$ cat src/rtl/sram_ctrl_pkg.sv
`timescale 1ns/1ps
package sram_ctrl_pkg;

  typedef enum logic [2:0] {
    ST_IDLE,
    ST_WR_STROBE,
    ST_WR_CLOSE,
    ST_RD_ACCESS,
    ST_RD_TURN
  } cyc_state_e;

  // ceiling division, never below one cycle
  function automatic int unsigned ns_to_cyc(input int unsigned ns, input int unsigned clk_ns);
    int unsigned c;
    c = (ns + clk_ns - 1) / clk_ns;
    if (c < 1) c = 1;
    return c;
  endfunction

  function automatic int unsigned max_u(input int unsigned a, input int unsigned b);
    return (a > b) ? a : b;
  endfunction

endpackage

$ cat src/rtl/sram_rst_sync.sv
`timescale 1ns/1ps
module sram_rst_sync (
  input  logic clk,
  input  logic rst_n,
  output logic rst_sync_n
);
  logic s1_q, s2_q;

  always_ff @(posedge clk or negedge rst_n) begin
    if (!rst_n) begin
      s1_q <= 1'b0;
      s2_q <= 1'b0;
    end else begin
      s1_q <= 1'b1;
      s2_q <= s1_q;
    end
  end

  assign rst_sync_n = s2_q;
endmodule

$ cat src/rtl/sram_pwr_guard.sv
`timescale 1ns/1ps
module sram_pwr_guard #(
  parameter int unsigned REC_CYC = 100
) (
  input  logic clk,
  input  logic rst_n,
  input  logic pwr_good,
  output logic lockout
);
  localparam int unsigned CW = $clog2(REC_CYC + 1);

  logic [CW-1:0] cnt_q, cnt_d;
  logic          cnt_en;

  always_comb begin
    cnt_d  = cnt_q;
    cnt_en = 1'b0;
    if (!pwr_good) begin
      cnt_d  = CW'(REC_CYC);
      cnt_en = (cnt_q != CW'(REC_CYC));
    end else if (cnt_q != '0) begin
      cnt_d  = cnt_q - 1'b1;
      cnt_en = 1'b1;
    end
  end

  always_ff @(posedge clk or negedge rst_n) begin
    if (!rst_n) cnt_q <= '0;
    else if (cnt_en) cnt_q <= cnt_d;
  end

  assign lockout = !pwr_good || (cnt_q != '0);

  AST_REC_COUNTS_DOWN: assert property (@(posedge clk) disable iff (!rst_n)
    (pwr_good && $past(pwr_good) && ($past(cnt_q) != '0)) |-> (cnt_q == $past(cnt_q) - 1'b1));
endmodule

$ cat src/rtl/sram_cycle_fsm.sv
`timescale 1ns/1ps
module sram_cycle_fsm
  import sram_ctrl_pkg::*;
#(
  parameter int unsigned ADDR_W = 17,
  parameter int unsigned DATA_W = 8,
  parameter int unsigned N_WP   = 6,
  parameter int unsigned N_ACC  = 6,
  parameter int unsigned N_DIS  = 2
) (
  input  logic              clk,
  input  logic              rst_n,
  input  logic              lockout,
  input  logic              req_valid,
  output logic              req_ready,
  input  logic              req_write,
  input  logic [ADDR_W-1:0] req_addr,
  input  logic [DATA_W-1:0] req_wdata,
  output logic              rsp_valid,
  output logic [DATA_W-1:0] rsp_rdata,
  output logic [ADDR_W-1:0] ram_addr,
  output logic [DATA_W-1:0] ram_dq_o,
  output logic              ram_dq_oe,
  input  logic [DATA_W-1:0] ram_dq_i,
  output logic              ram_sel,
  output logic              ram_we_n,
  output logic              ram_oe_n
);
  localparam int unsigned MAXN = max_u(max_u(N_WP, N_ACC), N_DIS);
  localparam int unsigned CW   = $clog2(MAXN + 1);

  cyc_state_e    state_q, state_d;
  logic [CW-1:0] cnt_q, cnt_d;
  logic          accept, capture;
  logic          we_n_d, oe_n_d, sel_d, dq_oe_d;

  assign req_ready = (state_q == ST_IDLE) && !lockout;
  assign accept    = req_valid && req_ready;
  assign capture   = (state_q == ST_RD_ACCESS) && (cnt_q == '0) && !lockout;

  // next state
  always_comb begin
    state_d = state_q;
    cnt_d   = cnt_q;
    unique case (state_q)
      ST_IDLE: begin
        if (accept) begin
          state_d = req_write ? ST_WR_STROBE : ST_RD_ACCESS;
          cnt_d   = req_write ? CW'(N_WP - 1) : CW'(N_ACC - 1);
        end
      end
      ST_WR_STROBE: begin
        if (lockout) begin
          state_d = ST_RD_TURN;
          cnt_d   = CW'(N_DIS - 1);
        end else if (cnt_q == '0) begin
          state_d = ST_WR_CLOSE;
        end else begin
          cnt_d = cnt_q - 1'b1;
        end
      end
      ST_WR_CLOSE: begin
        state_d = ST_IDLE;
      end
      ST_RD_ACCESS: begin
        if (lockout || (cnt_q == '0)) begin
          state_d = ST_RD_TURN;
          cnt_d   = CW'(N_DIS - 1);
        end else begin
          cnt_d = cnt_q - 1'b1;
        end
      end
      ST_RD_TURN: begin
        if (cnt_q == '0) state_d = ST_IDLE;
        else             cnt_d   = cnt_q - 1'b1;
      end
      default: begin
        state_d = ST_IDLE;
        cnt_d   = '0;
      end
    endcase
  end

  // pin values decoded from the next state, then registered
  always_comb begin
    we_n_d  = (state_d != ST_WR_STROBE);
    oe_n_d  = (state_d != ST_RD_ACCESS);
    sel_d   = (state_d == ST_WR_STROBE) || (state_d == ST_WR_CLOSE) || (state_d == ST_RD_ACCESS);
    dq_oe_d = (state_d == ST_WR_STROBE) || (state_d == ST_WR_CLOSE);
  end

  always_ff @(posedge clk or negedge rst_n) begin
    if (!rst_n) begin
      state_q   <= ST_IDLE;
      cnt_q     <= '0;
      ram_we_n  <= 1'b1;
      ram_oe_n  <= 1'b1;
      ram_sel   <= 1'b0;
      ram_dq_oe <= 1'b0;
      rsp_valid <= 1'b0;
    end else begin
      state_q   <= state_d;
      cnt_q     <= cnt_d;
      ram_we_n  <= we_n_d;
      ram_oe_n  <= oe_n_d;
      ram_sel   <= sel_d;
      ram_dq_oe <= dq_oe_d;
      rsp_valid <= capture;
    end
  end

  always_ff @(posedge clk or negedge rst_n) begin
    if (!rst_n) begin
      ram_addr <= '0;
      ram_dq_o <= '0;
    end else if (accept) begin
      ram_addr <= req_addr;
      ram_dq_o <= req_wdata;
    end
  end

  always_ff @(posedge clk or negedge rst_n) begin
    if (!rst_n) rsp_rdata <= '0;
    else if (capture) rsp_rdata <= ram_dq_i;
  end

  AST_OE_HI_IN_WRITE: assert property (@(posedge clk) disable iff (!rst_n)
    !ram_we_n |-> ram_oe_n);
  AST_NO_DRIVE_IN_READ: assert property (@(posedge clk) disable iff (!rst_n)
    !ram_oe_n |-> !ram_dq_oe);
  AST_WR_HOLD: assert property (@(posedge clk) disable iff (!rst_n)
    (!ram_we_n && $past(!ram_we_n)) |-> ($stable(ram_addr) && $stable(ram_dq_o)));
  AST_RSP_PULSE: assert property (@(posedge clk) disable iff (!rst_n)
    rsp_valid |=> !rsp_valid);
  AST_READY_QUIET: assert property (@(posedge clk) disable iff (!rst_n)
    req_ready |-> (ram_we_n && ram_oe_n && !ram_sel && !ram_dq_oe));
  AST_BUSY_AFTER_ACCEPT: assert property (@(posedge clk) disable iff (!rst_n)
    accept |=> !req_ready);
endmodule

$ cat src/rtl/sram_cycle_ctrl.sv
`timescale 1ns/1ps
module sram_cycle_ctrl
  import sram_ctrl_pkg::*;
#(
  parameter int unsigned CLK_PERIOD_NS = 10,
  parameter bit          SLOW_GRADE    = 1'b0,
  parameter int unsigned RECOVER_US    = 5000,
  parameter int unsigned ADDR_W        = 17,
  parameter int unsigned DATA_W        = 8
) (
  input  logic              clk,
  input  logic              rst_n,
  input  logic              pwr_good,
  input  logic              req_valid,
  output logic              req_ready,
  input  logic              req_write,
  input  logic [ADDR_W-1:0] req_addr,
  input  logic [DATA_W-1:0] req_wdata,
  output logic              rsp_valid,
  output logic [DATA_W-1:0] rsp_rdata,
  output logic [ADDR_W-1:0] ram_addr,
  output logic [DATA_W-1:0] ram_dq_o,
  output logic              ram_dq_oe,
  input  logic [DATA_W-1:0] ram_dq_i,
  output logic              ram_cs_n,
  output logic              ram_cs_hi,
  output logic              ram_we_n,
  output logic              ram_oe_n
);
  // grade timings in ns
  localparam int unsigned T_CYCLE = SLOW_GRADE ? 70 : 55;
  localparam int unsigned T_WPULS = SLOW_GRADE ? 55 : 45;
  localparam int unsigned T_TOEND = SLOW_GRADE ? 65 : 50;
  localparam int unsigned T_DSET  = SLOW_GRADE ? 30 : 25;
  localparam int unsigned T_ACC   = SLOW_GRADE ? 70 : 55;
  localparam int unsigned T_REL   = SLOW_GRADE ? 25 : 20;

  localparam int unsigned N_WP  = ns_to_cyc(max_u(max_u(T_CYCLE, T_WPULS), max_u(T_TOEND, T_DSET)), CLK_PERIOD_NS);
  localparam int unsigned N_ACC = ns_to_cyc(T_ACC, CLK_PERIOD_NS);
  localparam int unsigned N_DIS = ns_to_cyc(T_REL, CLK_PERIOD_NS);
  localparam int unsigned N_REC = ns_to_cyc(RECOVER_US * 1000, CLK_PERIOD_NS);
  localparam int unsigned RW    = $clog2(N_WP + 2);

  logic rst_sync_n;
  logic lockout;
  logic sel_q;

  sram_rst_sync u_rst (
    .clk        (clk),
    .rst_n      (rst_n),
    .rst_sync_n (rst_sync_n)
  );

  sram_pwr_guard #(.REC_CYC(N_REC)) u_guard (
    .clk      (clk),
    .rst_n    (rst_sync_n),
    .pwr_good (pwr_good),
    .lockout  (lockout)
  );

  sram_cycle_fsm #(
    .ADDR_W (ADDR_W),
    .DATA_W (DATA_W),
    .N_WP   (N_WP),
    .N_ACC  (N_ACC),
    .N_DIS  (N_DIS)
  ) u_fsm (
    .clk       (clk),
    .rst_n     (rst_sync_n),
    .lockout   (lockout),
    .req_valid (req_valid),
    .req_ready (req_ready),
    .req_write (req_write),
    .req_addr  (req_addr),
    .req_wdata (req_wdata),
    .rsp_valid (rsp_valid),
    .rsp_rdata (rsp_rdata),
    .ram_addr  (ram_addr),
    .ram_dq_o  (ram_dq_o),
    .ram_dq_oe (ram_dq_oe),
    .ram_dq_i  (ram_dq_i),
    .ram_sel   (sel_q),
    .ram_we_n  (ram_we_n),
    .ram_oe_n  (ram_oe_n)
  );

  // active-high select drops with power-good without waiting for an edge
  assign ram_cs_n  = !sel_q;
  assign ram_cs_hi = sel_q && pwr_good;

  // write strobe run length, used by the width check
  logic [RW-1:0] we_run_q;
  always_ff @(posedge clk or negedge rst_sync_n) begin
    if (!rst_sync_n) we_run_q <= '0;
    else if (!ram_we_n) we_run_q <= we_run_q + 1'b1;
    else we_run_q <= '0;
  end

  AST_WE_PULSE_LEN: assert property (@(posedge clk) disable iff (!rst_sync_n)
    ($rose(ram_we_n) && $past(pwr_good)) |-> (we_run_q == RW'(N_WP)));
  AST_WRITE_SELECTED: assert property (@(posedge clk) disable iff (!rst_sync_n)
    (!ram_we_n && pwr_good) |-> (!ram_cs_n && ram_cs_hi));
  AST_S2_LOW_IN_LOCKOUT: assert property (@(posedge clk) disable iff (!rst_sync_n)
    lockout |-> (!ram_cs_hi && !req_ready));
endmodule

$ cat config.mk
export PLATFORM = sky130hd
export DESIGN_NAME = sram_cycle_ctrl
export DESIGN_NICKNAME = d
export VERILOG_FILES = /design/src/rtl/sram_ctrl_pkg.sv /design/src/rtl/sram_rst_sync.sv /design/src/rtl/sram_pwr_guard.sv /design/src/rtl/sram_cycle_fsm.sv /design/src/rtl/sram_cycle_ctrl.sv
export SDC_FILE = /design/constraint.sdc
export NUM_CORES = 1
export LEC_CHECK = 0
export BUFFER_PORTS_ARGS = -buffer_cell sky130_fd_sc_hd__buf_2
export CAP_MARGIN = 20
export CORE_UTILIZATION = 35
export DETAILED_ROUTE_END_ITERATION = 6
export PLACE_DENSITY = 0.57
export RECOVER_POWER = 50
export SYNTH_ARGS = -nofsm -noshare
export SYNTH_HDL_FRONTEND = slang
export SYNTH_SLANG_ARGS = --single-unit
$ cat constraint.sdc
create_clock -name clk -period 2.1 [get_ports clk]
set_clock_uncertainty 0.2 [all_clocks]
set_input_delay 0.63 -clock clk [delete_from_list [all_inputs] [get_ports clk]]
set_output_delay 0.63 -clock clk [all_outputs]
set_load 0.01 [all_outputs]
==> flow_metrics.py <==
metrics = {
    "place": {
        "hpwl_um": 5440,
        "placed_cells": 511,
        "dpl_worst_slack_ns": -0.344,
        "globalplace.congestion": 0.860,
        "placement.io_buffers": 77,
    },
    "yosys": {
        "synthDistinctLibCells": 49,
        "yosysWarningCount": 0,
        "synth.largest_area_cell": "sky130_fd_sc_hd__dfrtp_1",
        "synth_top_area_share": 0.501,
        "ys_ff_latch": 65,
        "ys_seq_area_frac": 0.518,
        "post_synth_inst_count": 279,
        "synth.top_cells.by_area": "sky130_fd_sc_hd__dfrtp_1 (50%), sky130_fd_sc_hd__mux2_2 (8.6%), sky130_fd_sc_hd__mux2_1 (4.3%), sky130_fd_sc_hd__nand2_1 (3.1%), sky130_fd_sc_hd__nand2b_1 (2.4%)",
        "synth.cell_area_sq_mm": 0.00314,
        "synthesis.area_per_instance_sq_um": 11.3,
        "synthesized_nets": 321,
    },
    "routing": {
        "post_drt_wl_per_cell_um": 15.3,
        "detail-route-antenna-nets": 0,
        "detailedRoute.firstIterationViolations": 49,
        "route.vias.total": 2687,
        "drc": 0,
        "avgViaCountPerCell": 4.97,
        "drtPass1Iterations": 4,
        "finalWirelength_um": 8270,
    },
    "setup_path": {
        "worst_r2r_endpoint": "u_fsm.rsp_rdata[1]",
        "setup.reg_to_reg.worst_slack_ns": -0.37,
        "rr_worst_depth": 7,
        "critPathArrivalTime_ns": 1.80,
        "critPathRequiredTime_ns": 1.27,
        "reg2reg_from": "u_guard.cnt_q[18]",
        "start_kind": "register",
        "critical_path_class": "reg2out",
        "critical_path.max_fanout": 2,
        "worst_setup_path_end_kind": "output port",
    },
    "clock_network": {
        "cts_made_buffers": 9,
        "clk_pin_slew_worst_paths_ns": 0.07,
        "clock_latency_of_the_later_clocked_register_in_the_worst_skew_pair_ns": 0.35,
        "cts_htree_levels": 3,
        "cts_root_buffer": "sky130_fd_sc_hd__clkbuf_8",
        "cts_tree": "yes",
        "clk_path_buf_depth": 2,
        "numClockSinks": 65,
    },
    "flow_run": {
        "cap_violations": 0,
    },
    "sta": {
        "smallest_hold_slack_ns": 0.157,
        "max_freq_mhz": 381,
        "maxSlewHeadroom": 0.0858,
        "finalSetupViolations": 49,
        "timing_hold_violations_final": 0,
        "final_period_minus_worst_setup_slack_ns": 2.63,
        "worst_case_setup_margin_in_the_final_layout_ns": -0.527,
        "worst-slew-pin-transition_ns": 1.37,
        "final_max_slew_viol_count": 0,
        "finalCritPeriodShare": 1.25,
        "grt_setup_unrepaired": "yes",
    },
    "cells_and_area": {
        "post-route-util": 0.558,
        "multi_input_area_sq_mm": 0.00183,
        "seq_area_sq_mm": 0.00163,
        "drive_above_1_share": 0.584,
        "fillerInstances": 748,
        "insertedDiodeCount": 0,
        "finish.cell_count_without_fillers": 541,
        "area.growth.synth_to_final_pct": 54.9,
        "layout.nets": 470,
    },
    "floorplan": {
        "die_h_um": 96.8,
        "placementRows": 34,
        "fp.dieW_um": 96.8,
        "fp.coreArea_sq_mm": 0.00872,
        "io-pin-count": 78,
        "initial_utilization": 0.361,
        "design.die.area_sq_mm": 0.00937,
    },
    "run_status": {
        "violations": "negative setup slack",
        "status": "finished, violations left",
    },
    "pwr": {
        "irDropWorstVdd_mv": 0.465,
        "areal_power_density_over_the_cells_mw_per_mm2": 687,
        "power_leakage_nw": 2.34,
    },
    "global_routing": {
        "grt_pass1_wl_um": 13100,
        "grt_start_max_net_pins": 64,
        "global_route.overflow_total": 0,
        "initial_antenna_violation_count": 0,
        "grt_usage": 0.176,
        "grt_pass1_vias": 2706,
    },
    "worst_hold_path": {
        "min_delay_worst_endpoint": "u_rst.rst_sync_n",
        "timing.hold.worst_path_depth": 0,
        "holdCritPathClass": "reg2reg",
        "hp-start": "u_rst.s1_q",
    },
}
-- worst max-delay path by stage --
| stage | start | end | depth (start not counted) |
|---|---|---|---|
| final | u_guard.cnt_q[1] | req_ready | 7 |
| after global routing | u_guard.cnt_q[0] | req_ready | 7 |
| after CTS | u_guard.cnt_q[1] | req_ready | 7 |
| after detailed placement | pwr_good | u_fsm.rsp_rdata[7] | 7 |
| after global placement | pwr_good | req_ready | 5 |
| after floorplan | u_guard.cnt_q[0] | req_ready | 7 |
-- cell type report --
type | count | area share
clock buffers | 9 | 0.0254
clock inverters | 7 | 0.0159
inverters | 7 | 0.00540
multi-input cells | 196 | 0.376
flip-flops and latches | 65 | 0.335
well taps | 108 | 0.0277
repair buffers | 149 | 0.214
-- flip-flops by register name (all words and copies together) (netlist names) --
| signal | cells |
|---|---|
| u_rst.rst_sync_n | 1 |
| u_fsm.ram_sel | 1 |
| u_fsm.cnt_q | 3 |
| u_guard.cnt_q | 19 |
| u_fsm.state_q | 3 |
| u_fsm.ram_we_n | 1 |
| u_fsm.ram_dq_o | 8 |
| u_fsm.ram_oe_n | 1 |
| u_fsm.ram_addr | 17 |
| u_fsm.ram_dq_oe | 1 |
| u_rst.s1_q | 1 |
| u_fsm.rsp_rdata | 8 |
| u_fsm.rsp_valid | 1 |
-- timing repair --
action / CTS / global route
pin swaps: 5 / 25
gates cloned: 2 / 1
endpoints found under the setup margin: 43 / 56
hold buffers: 1 / 0
buffers inserted: 2 / 13
endpoints found under the hold margin: 2 / 0
gates resized for setup: 22 / 67
-- cells in the mapped netlist, drive strengths merged --
master   number
o2bb2ai       1
nand4         6
a31o          1
and2          4
o31ai         1
and3          1
o22a          1
nor2b         2
nor4b         4
ha            4
nand2        26
a41oi         3
or2           1
nand2b       12
and4          2
xnor2         2
dfrtp        63
or4b          1
mux2         36
dfstp         2
nor3          6
o22ai         3
inv           7
o31a          1
o211ai        3
or2b          4
and4b         2
a21oi        12
conb          1
clkbuf        6
mux2i         7
or3           3
nor2         17
nand3         5
buf           5
or4           1
nor4          7
nand3b        3
o21ai        11
o21bai        1
a31oi         1
-- layout by cell type (no fill, tap or decap), types with 4 or more instances in the layout --
master and n:
sky130_fd_sc_hd__or2b_1 4, sky130_fd_sc_hd__nand4_1 6, sky130_fd_sc_hd__a21oi_1 5, sky130_fd_sc_hd__clkbuf_8 9
sky130_fd_sc_hd__buf_2 78, sky130_fd_sc_hd__nand2b_1 12, sky130_fd_sc_hd__buf_6 12, sky130_fd_sc_hd__o21ai_1 5
sky130_fd_sc_hd__mux2_4 35, sky130_fd_sc_hd__dfrtp_1 60, sky130_fd_sc_hd__a21oi_2 5, sky130_fd_sc_hd__nand2_1 21
sky130_fd_sc_hd__buf_4 53, sky130_fd_sc_hd__mux2i_1 7, sky130_fd_sc_hd__nor2_1 16, sky130_fd_sc_hd__inv_1 5
-- where the power goes --
group | leakage (nW) | internal [W] | total [W] | switching [W]
Sequential | 0.853 | 0.00131 | 0.00137 | 0.0000634
Clock | 0.101 | 0.000560 | 0.00110 | 0.000539
Combinational | 1.38 | 0.000450 | 0.000874 | 0.000423
Total | 2.34 | 0.00232 | 0.00335 | 0.00103
-- critical path, cell delays in order, from the launching register on --
cell	delay (ns)
sky130_fd_sc_hd__dfrtp_1	0.39
sky130_fd_sc_hd__inv_2	0.08
sky130_fd_sc_hd__ha_4	0.12
sky130_fd_sc_hd__nor4b_4	0.19
sky130_fd_sc_hd__and4_4	0.28
sky130_fd_sc_hd__nand3_4	0.08
sky130_fd_sc_hd__nor4_4	0.13
sky130_fd_sc_hd__buf_2	0.17
-- per-stage QoR --
stage,power (W),TNS (ns),area [sq um]
5_1_grt,0.00352,-17.02,4870
6_report,0.00335,-11.16,4870
3_5_place_dp,0.00212,-11.33,4200
4_1_cts,0.00325,-6.73,4550
2_1_floorplan,0.00174,-4.10,3290
3_3_place_gp,0.00211,-11.08,4200
-- layer usage --
metal	GRT usage	share of wire	routed length, um	up-vias
li1	-	-	-	1294
met1	0.214	0.44	3600	1309
met2	0.300	0.51	4200	69
met3	0.0426	0.039	326	15
met4	0.0700	0.018	145	0
met5	0	0	0	-
-- kinds of logic after synthesis --
group,count (synthesis),share of synthesized area
and+or+nand+nor,107,0.203
buffers and inverters,18,0.0286
AOI/OAI and AO/OA,39,0.0760
xor gates and xnor gates,2,0.00557
muxes,43,0.151
adders and majority gates,4,0.0159
other,1,0.00119
DFF,65,0.518
Note: power is estimated with default switching activity, not from simulation.
